$ cat src/rtl/median9_pkg.sv
`timescale 1ns/1ps
package median9_pkg;
  localparam int unsigned NPIX = 9;
  localparam int unsigned MID  = 4;
  localparam int unsigned NXCH = 19;
  localparam int unsigned NSTG = 9;

  // exchange e: slot XLO[e] receives the smaller, XHI[e] the larger value
  localparam int unsigned XLO [NXCH] = '{1, 4, 7, 0, 3, 6, 1, 4, 7, 0, 5, 4, 3, 1, 2, 4, 4, 6, 4};
  localparam int unsigned XHI [NXCH] = '{2, 5, 8, 1, 4, 7, 2, 5, 8, 3, 8, 7, 6, 4, 5, 7, 2, 4, 2};
  // pipeline stage of each exchange; exchanges sharing a stage touch disjoint slots
  localparam int unsigned XSTG[NXCH] = '{0, 0, 0, 1, 1, 1, 2, 2, 2, 3, 3, 3, 4, 4, 4, 5, 6, 7, 8};
endpackage

$ cat src/rtl/median9_cmpx.sv
`timescale 1ns/1ps
module median9_cmpx #(
  parameter int unsigned PIX_W = 8
) (
  input  logic [PIX_W-1:0] a_i,
  input  logic [PIX_W-1:0] b_i,
  output logic [PIX_W-1:0] lo_o,
  output logic [PIX_W-1:0] hi_o
);
  logic swap;
  assign swap = a_i > b_i;  // equal values pass straight through
  assign lo_o = swap ? b_i : a_i;
  assign hi_o = swap ? a_i : b_i;
endmodule

$ cat src/rtl/median9_stage.sv
`timescale 1ns/1ps
module median9_stage
  import median9_pkg::*;
#(
  parameter int unsigned PIX_W    = 8,
  parameter int unsigned STG      = 0,
  parameter bit          KEEP_ALL = 1'b1,
  localparam int unsigned BUS_W   = NPIX * PIX_W,
  localparam int unsigned OUT_W   = KEEP_ALL ? BUS_W : PIX_W
) (
  input  logic             clk_i,
  input  logic             rst_ni,
  input  logic             vld_i,
  input  logic [BUS_W-1:0] pix_i,
  output logic             vld_o,
  output logic [OUT_W-1:0] pix_o
);
  logic [PIX_W-1:0] win  [NPIX];
  logic [PIX_W-1:0] nxt  [NPIX];
  logic [PIX_W-1:0] lo_w [NXCH];
  logic [PIX_W-1:0] hi_w [NXCH];

  always_comb begin
    for (int k = 0; k < NPIX; k++) win[k] = pix_i[k*PIX_W +: PIX_W];
  end

  for (genvar e = 0; e < NXCH; e++) begin : g_xch
    if (XSTG[e] == STG) begin : g_on
      median9_cmpx #(.PIX_W(PIX_W)) u_cmpx (
        .a_i  (win[XLO[e]]),
        .b_i  (win[XHI[e]]),
        .lo_o (lo_w[e]),
        .hi_o (hi_w[e])
      );
    end else begin : g_off
      assign lo_w[e] = '0;
      assign hi_w[e] = '0;
    end
  end

  always_comb begin
    for (int k = 0; k < NPIX; k++) nxt[k] = win[k];
    for (int e = 0; e < NXCH; e++) begin
      if (XSTG[e] == STG) begin
        nxt[XLO[e]] = lo_w[e];
        nxt[XHI[e]] = hi_w[e];
      end
    end
  end

  always_ff @(posedge clk_i or negedge rst_ni) begin
    if (!rst_ni) vld_o <= 1'b0;
    else         vld_o <= vld_i;
  end

  if (KEEP_ALL) begin : g_all
    always_ff @(posedge clk_i) begin
      for (int k = 0; k < NPIX; k++) pix_o[k*PIX_W +: PIX_W] <= nxt[k];
    end
  end else begin : g_mid
    always_ff @(posedge clk_i) pix_o <= nxt[MID];
  end
endmodule

$ cat src/rtl/median9_net.sv
`timescale 1ns/1ps
module median9_net
  import median9_pkg::*;
#(
  parameter int unsigned PIX_W = 8,
  localparam int unsigned BUS_W = NPIX * PIX_W
) (
  input  logic             clk_i,
  input  logic             rst_ni,
  input  logic             win_vld_i,
  input  logic [BUS_W-1:0] win_pix_i,
  output logic             med_vld_o,
  output logic [PIX_W-1:0] med_pix_o
);
  logic [BUS_W-1:0] pix_c [NSTG];
  logic             vld_c [NSTG+1];

  assign pix_c[0] = win_pix_i;
  assign vld_c[0] = win_vld_i;

  for (genvar s = 0; s < NSTG; s++) begin : g_stg
    if (s < NSTG - 1) begin : g_mid
      median9_stage #(.PIX_W(PIX_W), .STG(s), .KEEP_ALL(1'b1)) u_stage (
        .clk_i  (clk_i),
        .rst_ni (rst_ni),
        .vld_i  (vld_c[s]),
        .pix_i  (pix_c[s]),
        .vld_o  (vld_c[s+1]),
        .pix_o  (pix_c[s+1])
      );
    end else begin : g_last
      median9_stage #(.PIX_W(PIX_W), .STG(s), .KEEP_ALL(1'b0)) u_stage (
        .clk_i  (clk_i),
        .rst_ni (rst_ni),
        .vld_i  (vld_c[s]),
        .pix_i  (pix_c[s]),
        .vld_o  (vld_c[s+1]),
        .pix_o  (med_pix_o)
      );
    end
  end

  assign med_vld_o = vld_c[NSTG];
endmodule

$ cat config.mk
export PLATFORM = sky130hd
export DESIGN_NAME = median9_net
export DESIGN_NICKNAME = d
export VERILOG_FILES = /design/src/rtl/median9_pkg.sv /design/src/rtl/median9_cmpx.sv /design/src/rtl/median9_stage.sv /design/src/rtl/median9_net.sv
export SDC_FILE = /design/constraint.sdc
export NUM_CORES = 1
export LEC_CHECK = 0
export BUFFER_PORTS_ARGS = -buffer_cell sky130_fd_sc_hd__buf_2
export CAP_MARGIN = 40
export CORE_MARGIN = 4
export CORE_UTILIZATION = 37
export DETAILED_ROUTE_END_ITERATION = 8
export GPL_TIMING_DRIVEN = 0
export HOLD_SLACK_MARGIN = 0.05
export PLACE_DENSITY_LB_ADDON = 0.25
export REMOVE_ABC_BUFFERS = 1
export SETUP_SLACK_MARGIN = 0.2
export SLEW_MARGIN = 20
export SYNTH_ARGS = -nofsm -noshare
export SYNTH_HDL_FRONTEND = slang
export SYNTH_SLANG_ARGS = --single-unit
$ cat constraint.sdc
create_clock -name clk_i -period 2.61 [get_ports clk_i]
set_input_delay 0.1305 -clock clk_i [delete_from_list [all_inputs] [get_ports clk_i]]
set_output_delay 0.1305 -clock clk_i [all_outputs]
set_load 0.02 [all_outputs]
# Word-level counts from Yosys, hierarchy flattened
# Cells that the tools add are included.
[totals]
reg_bits = 513
latch_bits = 0
ramBits = 0
romBits = 0
inputBits = 75
out_inout_bits = 9
elab_cells = 71
mem_count = 0
[op_classes]
add_sub_neg = 0
mul = 0
div = 0
order_cmp = 19
n_eq_ne = 0
shift = 0
mux = 34
bitwise = 0
n_reduce_logical = 0
[op_table]
columns = ["op", "count"]
rows = [
  ["8-bit 2-to-1 mux", 34],
  ["8-bit greater-than comparator", 19],
]

# Longest topological paths before layout
[depth]
depth_word = 2
mapped_depth = 8
mapped_depth_nobuf = 7

# Hierarchy
# Synthesis repeated with hierarchy kept, for this count alone.
[unflattened]
cells_unflattened = 1429
area_unflattened_um2 = 20973.9
[by_module_without_submodules]
columns = ["mod", "instances", "cells_each", "area_each_um2", "seq_area_each_um2"]
rows = [
  ["median9_stage (g_stg[0].g_mid.u_stage ...)", 8, 73, 1466.4, 1466.4],
  ["median9_cmpx", 19, 44, 476.7, 0.0],
  ["median9_stage (g_stg[8].g_last.u_stage)", 1, 9, 185.2, 185.2],
]

# Least setup slack after synthesis
# No wires, ideal clock.
[synth_timing]
path_type = "reg-to-reg"
startpoint = "register g_stg[5].g_mid.u_stage.pix_o[17]"
endpoint = "register g_stg[6].g_mid.u_stage.pix_o[16]"
setup_ps = 121
t_arrival_ps = 1699
required_time_ps = 2489
setup_slack_ps = 789
stages_incl_launch_ff = 9
n_path_buf = 1
synth_period_minus_slack_ps = 1821
path_cell_list = "dfxtp_1 -> inv_1 -> ha_1 -> nor2b_4 -> o211ai_2 -> a21oi_2 -> o22ai_4 -> buf_12 -> mux2_4"
[synth_via]
elab_chain_len = 2
[synth_lines]
columns = ["item", "line_no", "text"]
rows = [
  ["start, declared", "median9_stage.sv:16", "output logic [OUT_W-1:0] pix_o"],
  ["8-bit greater-than comparator", "median9_cmpx.sv:11", "assign swap = a_i > b_i;"],
  ["8-bit 2-to-1 mux", "median9_cmpx.sv:13", "assign hi_o = swap ? a_i : b_i;"],
  ["net g_stg[6].g_mid.u_stage.g_xch[16].g_on.u_cmpx.hi_o[0]", "median9_cmpx.sv:8", "output logic [PIX_W-1:0] hi_o"],
  ["end, declared", "median9_stage.sv:16", ""],
]
# The timed path passes the listed nets, and every way through them passes these cells.

# Worst setup path after layout
[layout_timing]
startpoint = "register g_stg[2].g_mid.u_stage.pix_o[57]"
endpoint = "register g_stg[3].g_mid.u_stage.pix_o[63]"
[layout_via]
elab_chain_len = 2
[layout_lines]
columns = ["item", "line_no"]
rows = [
  ["start, declared", "median9_stage.sv:16"],
  ["8-bit greater-than comparator", "median9_cmpx.sv:11"],
  ["8-bit 2-to-1 mux", "median9_cmpx.sv:13"],
  ["net g_stg[3].g_mid.u_stage.g_xch[11].g_on.u_cmpx.hi_o[7]", "median9_cmpx.sv:8"],
  ["end, declared", "median9_stage.sv:16"],
]
# The timed path passes the listed nets, and every way through them passes these cells.

==> run metrics <==
Pint 15700 uW; total power draw 22200 uW; CP Class reg2reg; total CTS buffers 41; clk_lat worst skew 0.54 ns; final worst setup slack 0.419 ns; total negative slack 0 ns; Achievable Freq ~460 MHz; switching power 6520 uW; Sw Ratio 0.293; DR vias/cell 4.41; RePlAce Congestion 0.812; I/O pin cnt 84; fin crit share 0.839; DR vias 8509; placed instance area 16200 um2; final hold violations 0; Post-Syn Area per Cell about 13 um2; Post-Syn Area between 15000 and 20000 um2; width of the chip approximately 210 um; pins over their slew limit 0; post-placement setup slack 0.437 ns; Hold WC Path Type in2reg; combinational power share 0.328; Area Overhead vs Synth 21.7%; CTS tree built; Clock transition at path regs 0.06 ns; critical path's largest stage delay between 0.5 and 0.6 ns; Max IR drop VDD 0.459 mV; Pleak 0.00864 uW; critical path launch point type register; most frequent cell after synthesis dfxtp_1; worst slew pin tran 0.689 ns; Worst Skew 0.0162 ns; post-synthesis sequential area ratio 0.507; # diodes 0; gr ovfl total 0; first-pass GRT wire length 43000 um; CP arrival roughly 2.6 ns; distinct cell type count after synthesis 24; Vert. Die Dim 211 um; Port Buffers 83; Final Non-Filler Cells 1929; most used flip-flop cell after synthesis dfxtp_1; Setup Viol. Count Final 0; Critical Path RT approximately 3.0 ns; CP max stage cell o22ai_4; drt drc 0; post-synth top area share 0.492; Power per Cell Area 1190 nW/um2; htree depth 2; Synth async-reset ratio 0.0234; slew margin rel. 0.541; cells after synthesis 1150; Max-Cap Viols 0; most common library cells after synthesis dfxtp_1, ha_1, inv_1; NumNets Final between 1500 and 2000; core area 40800 um2; Rows 74; HPWL after DPL 19600 um; sequential power share 0.401; WL/cell 13.5 um; unrepaired setup endpoints after global routing no; Clock power frac 0.271; share of cells above drive strength 1 0.339; synth top area cells dfxtp_1, ha_1, mux2_4; CP max FO 16; fin crit period 2.19 ns; Detailed Route WL 26100 um; Iteration-0 DRC Markers 233; vias in the first global route approximately 8700; largest net degree at the start of global routing 17; area leader, netlist dfxtp_1; critical path, cell by cell inv_1 > ha_1 > nor2b_4 > o211ai_2 > a21oi_2 > o22ai_4 > mux2_2; clock root buffer clkbuf_16; GRT Overall Usage 0.118; number of flops mapped to enable cells by yosys 0; Buf/Inv on CP 1; Yosys Warn Count 0; clk sinks approximately 390; initial core utilization 0.375; Post-Place Cells 1754; Max clock buf depth 3; initial antenna violation count 0; Seq cells post-synth 385; status finished clean; final instance area about 19000 um2; CP endpoint kind register; DRT Pass-1 Iters 4; Die ar. 44700 um2; critical path's top delay family compound AO/OA/AOI/OAI gates; post-route ant nets 0
==> per-stage QoR <==
| step | utilization | hold WS [ns] |
|---|---|---|
| finish | 0.456 | 0.213 |
| global placement | 0.396 | -0.0214 |
| floorplan | - | -0.165 |
| global route | 0.456 | 0.200 |
| detailed placement | 0.396 | -0.0149 |
| CTS | 0.454 | 0.176 |
==> routing by layer <==
layer  up-vias  global-route usage  part of all wire
met1      3911               0.144              0.45
met3        55              0.0234             0.034
met2       113               0.207              0.49
met4         0              0.0446             0.031
li1       4430                   -                 -
met5         -                   0                 0
==> sequential cells by signal (all words and copies together), names as in the netlist <==
| signal | flops |
|---|---|
| g_stg.g_mid.u_stage.pix_o | 368 |
| g_stg.g_mid.u_stage.vld_o | 8 |
| g_stg.g_last.u_stage.pix_o | 8 |
| g_stg.g_last.u_stage.vld_o | 1 |
==> final cells by class <==
class | instances | area, um2
Sequential cell | 385 | 7750
Fill cell | 3667 | 22200
Tap cell | 532 | 666
Multi-Input combinational cell | 602 | 6770
Clock buffer | 59 | 1230
Inverter | 152 | 571
Timing Repair Buffer | 184 | 1430
Clock inverter | 15 | 219
==> layout by cell type (no fill, tap or decap), types with 8 or more instances in the layout <==
cell type and n:
dfrtp_1 9, nand2_1 20, a21oi_1 64, ha_1 152, o21ai_2 11, dfxtp_1 376, clkbuf_16 43, inv_1 152
mux2_4 110, o22ai_4 11, nand4_1 27, nor2b_4 11, clkbuf_8 9, o211ai_1 8, buf_4 8, o211ai_2 12
mux2_2 130, a21oi_2 11, nand4_4 10, buf_2 83, nor2b_1 8, dlygate4sd3_1 91
==> worst paths after layout <==
path                       slack [ns]  cells after the start                              from                          endpoint
max                              0.42                      7  g_stg[2].g_mid.u_stage.pix_o[57]  g_stg[3].g_mid.u_stage.pix_o[63]
min                              0.21                      2                     win_pix_i[27]  g_stg[0].g_mid.u_stage.pix_o[27]
max reg2reg                      0.42                      7  g_stg[2].g_mid.u_stage.pix_o[57]  g_stg[3].g_mid.u_stage.pix_o[63]
min reg2reg                      0.32                      0  g_stg[2].g_mid.u_stage.pix_o[11]  g_stg[3].g_mid.u_stage.pix_o[11]
max in group asynchronous        1.78                      3                            rst_ni      g_stg[4].g_mid.u_stage.vld_o
min in group asynchronous        0.57                      3                            rst_ni      g_stg[6].g_mid.u_stage.vld_o
==> cells by family after synthesis <==
logic type,Yosys count,share of synthesized area
fa+ha+maj,152,0.124
compound gates,132,0.0701
flops,385,0.507
buf+inv,163,0.0513
mux,240,0.204
simple gates,78,0.0441
==> power groups by stage <==
stage / Sequential [uW] / Combinational [uW] / Clock [uW]
2_1_floorplan: 8660 / 5900 / 0
3_3_place_gp: 9050 / 7100 / 0
3_5_place_dp: 9070 / 7170 / 0
4_1_cts: 8960 / 7360 / 6220
5_1_grt: 9140 / 8130 / 6460
6_report: 8920 / 7300 / 6020
==> what timing repair did <==
item | in CTS | in global routing
resized for setup | 0 | 0
buffers inserted | 0 | 10
hold buffers | 91 | 0
endpoints found under the setup margin | 0 | 13
hold endpoints to repair | 82 | 0
No activity file was read; power rests on OpenSTA's default activity.
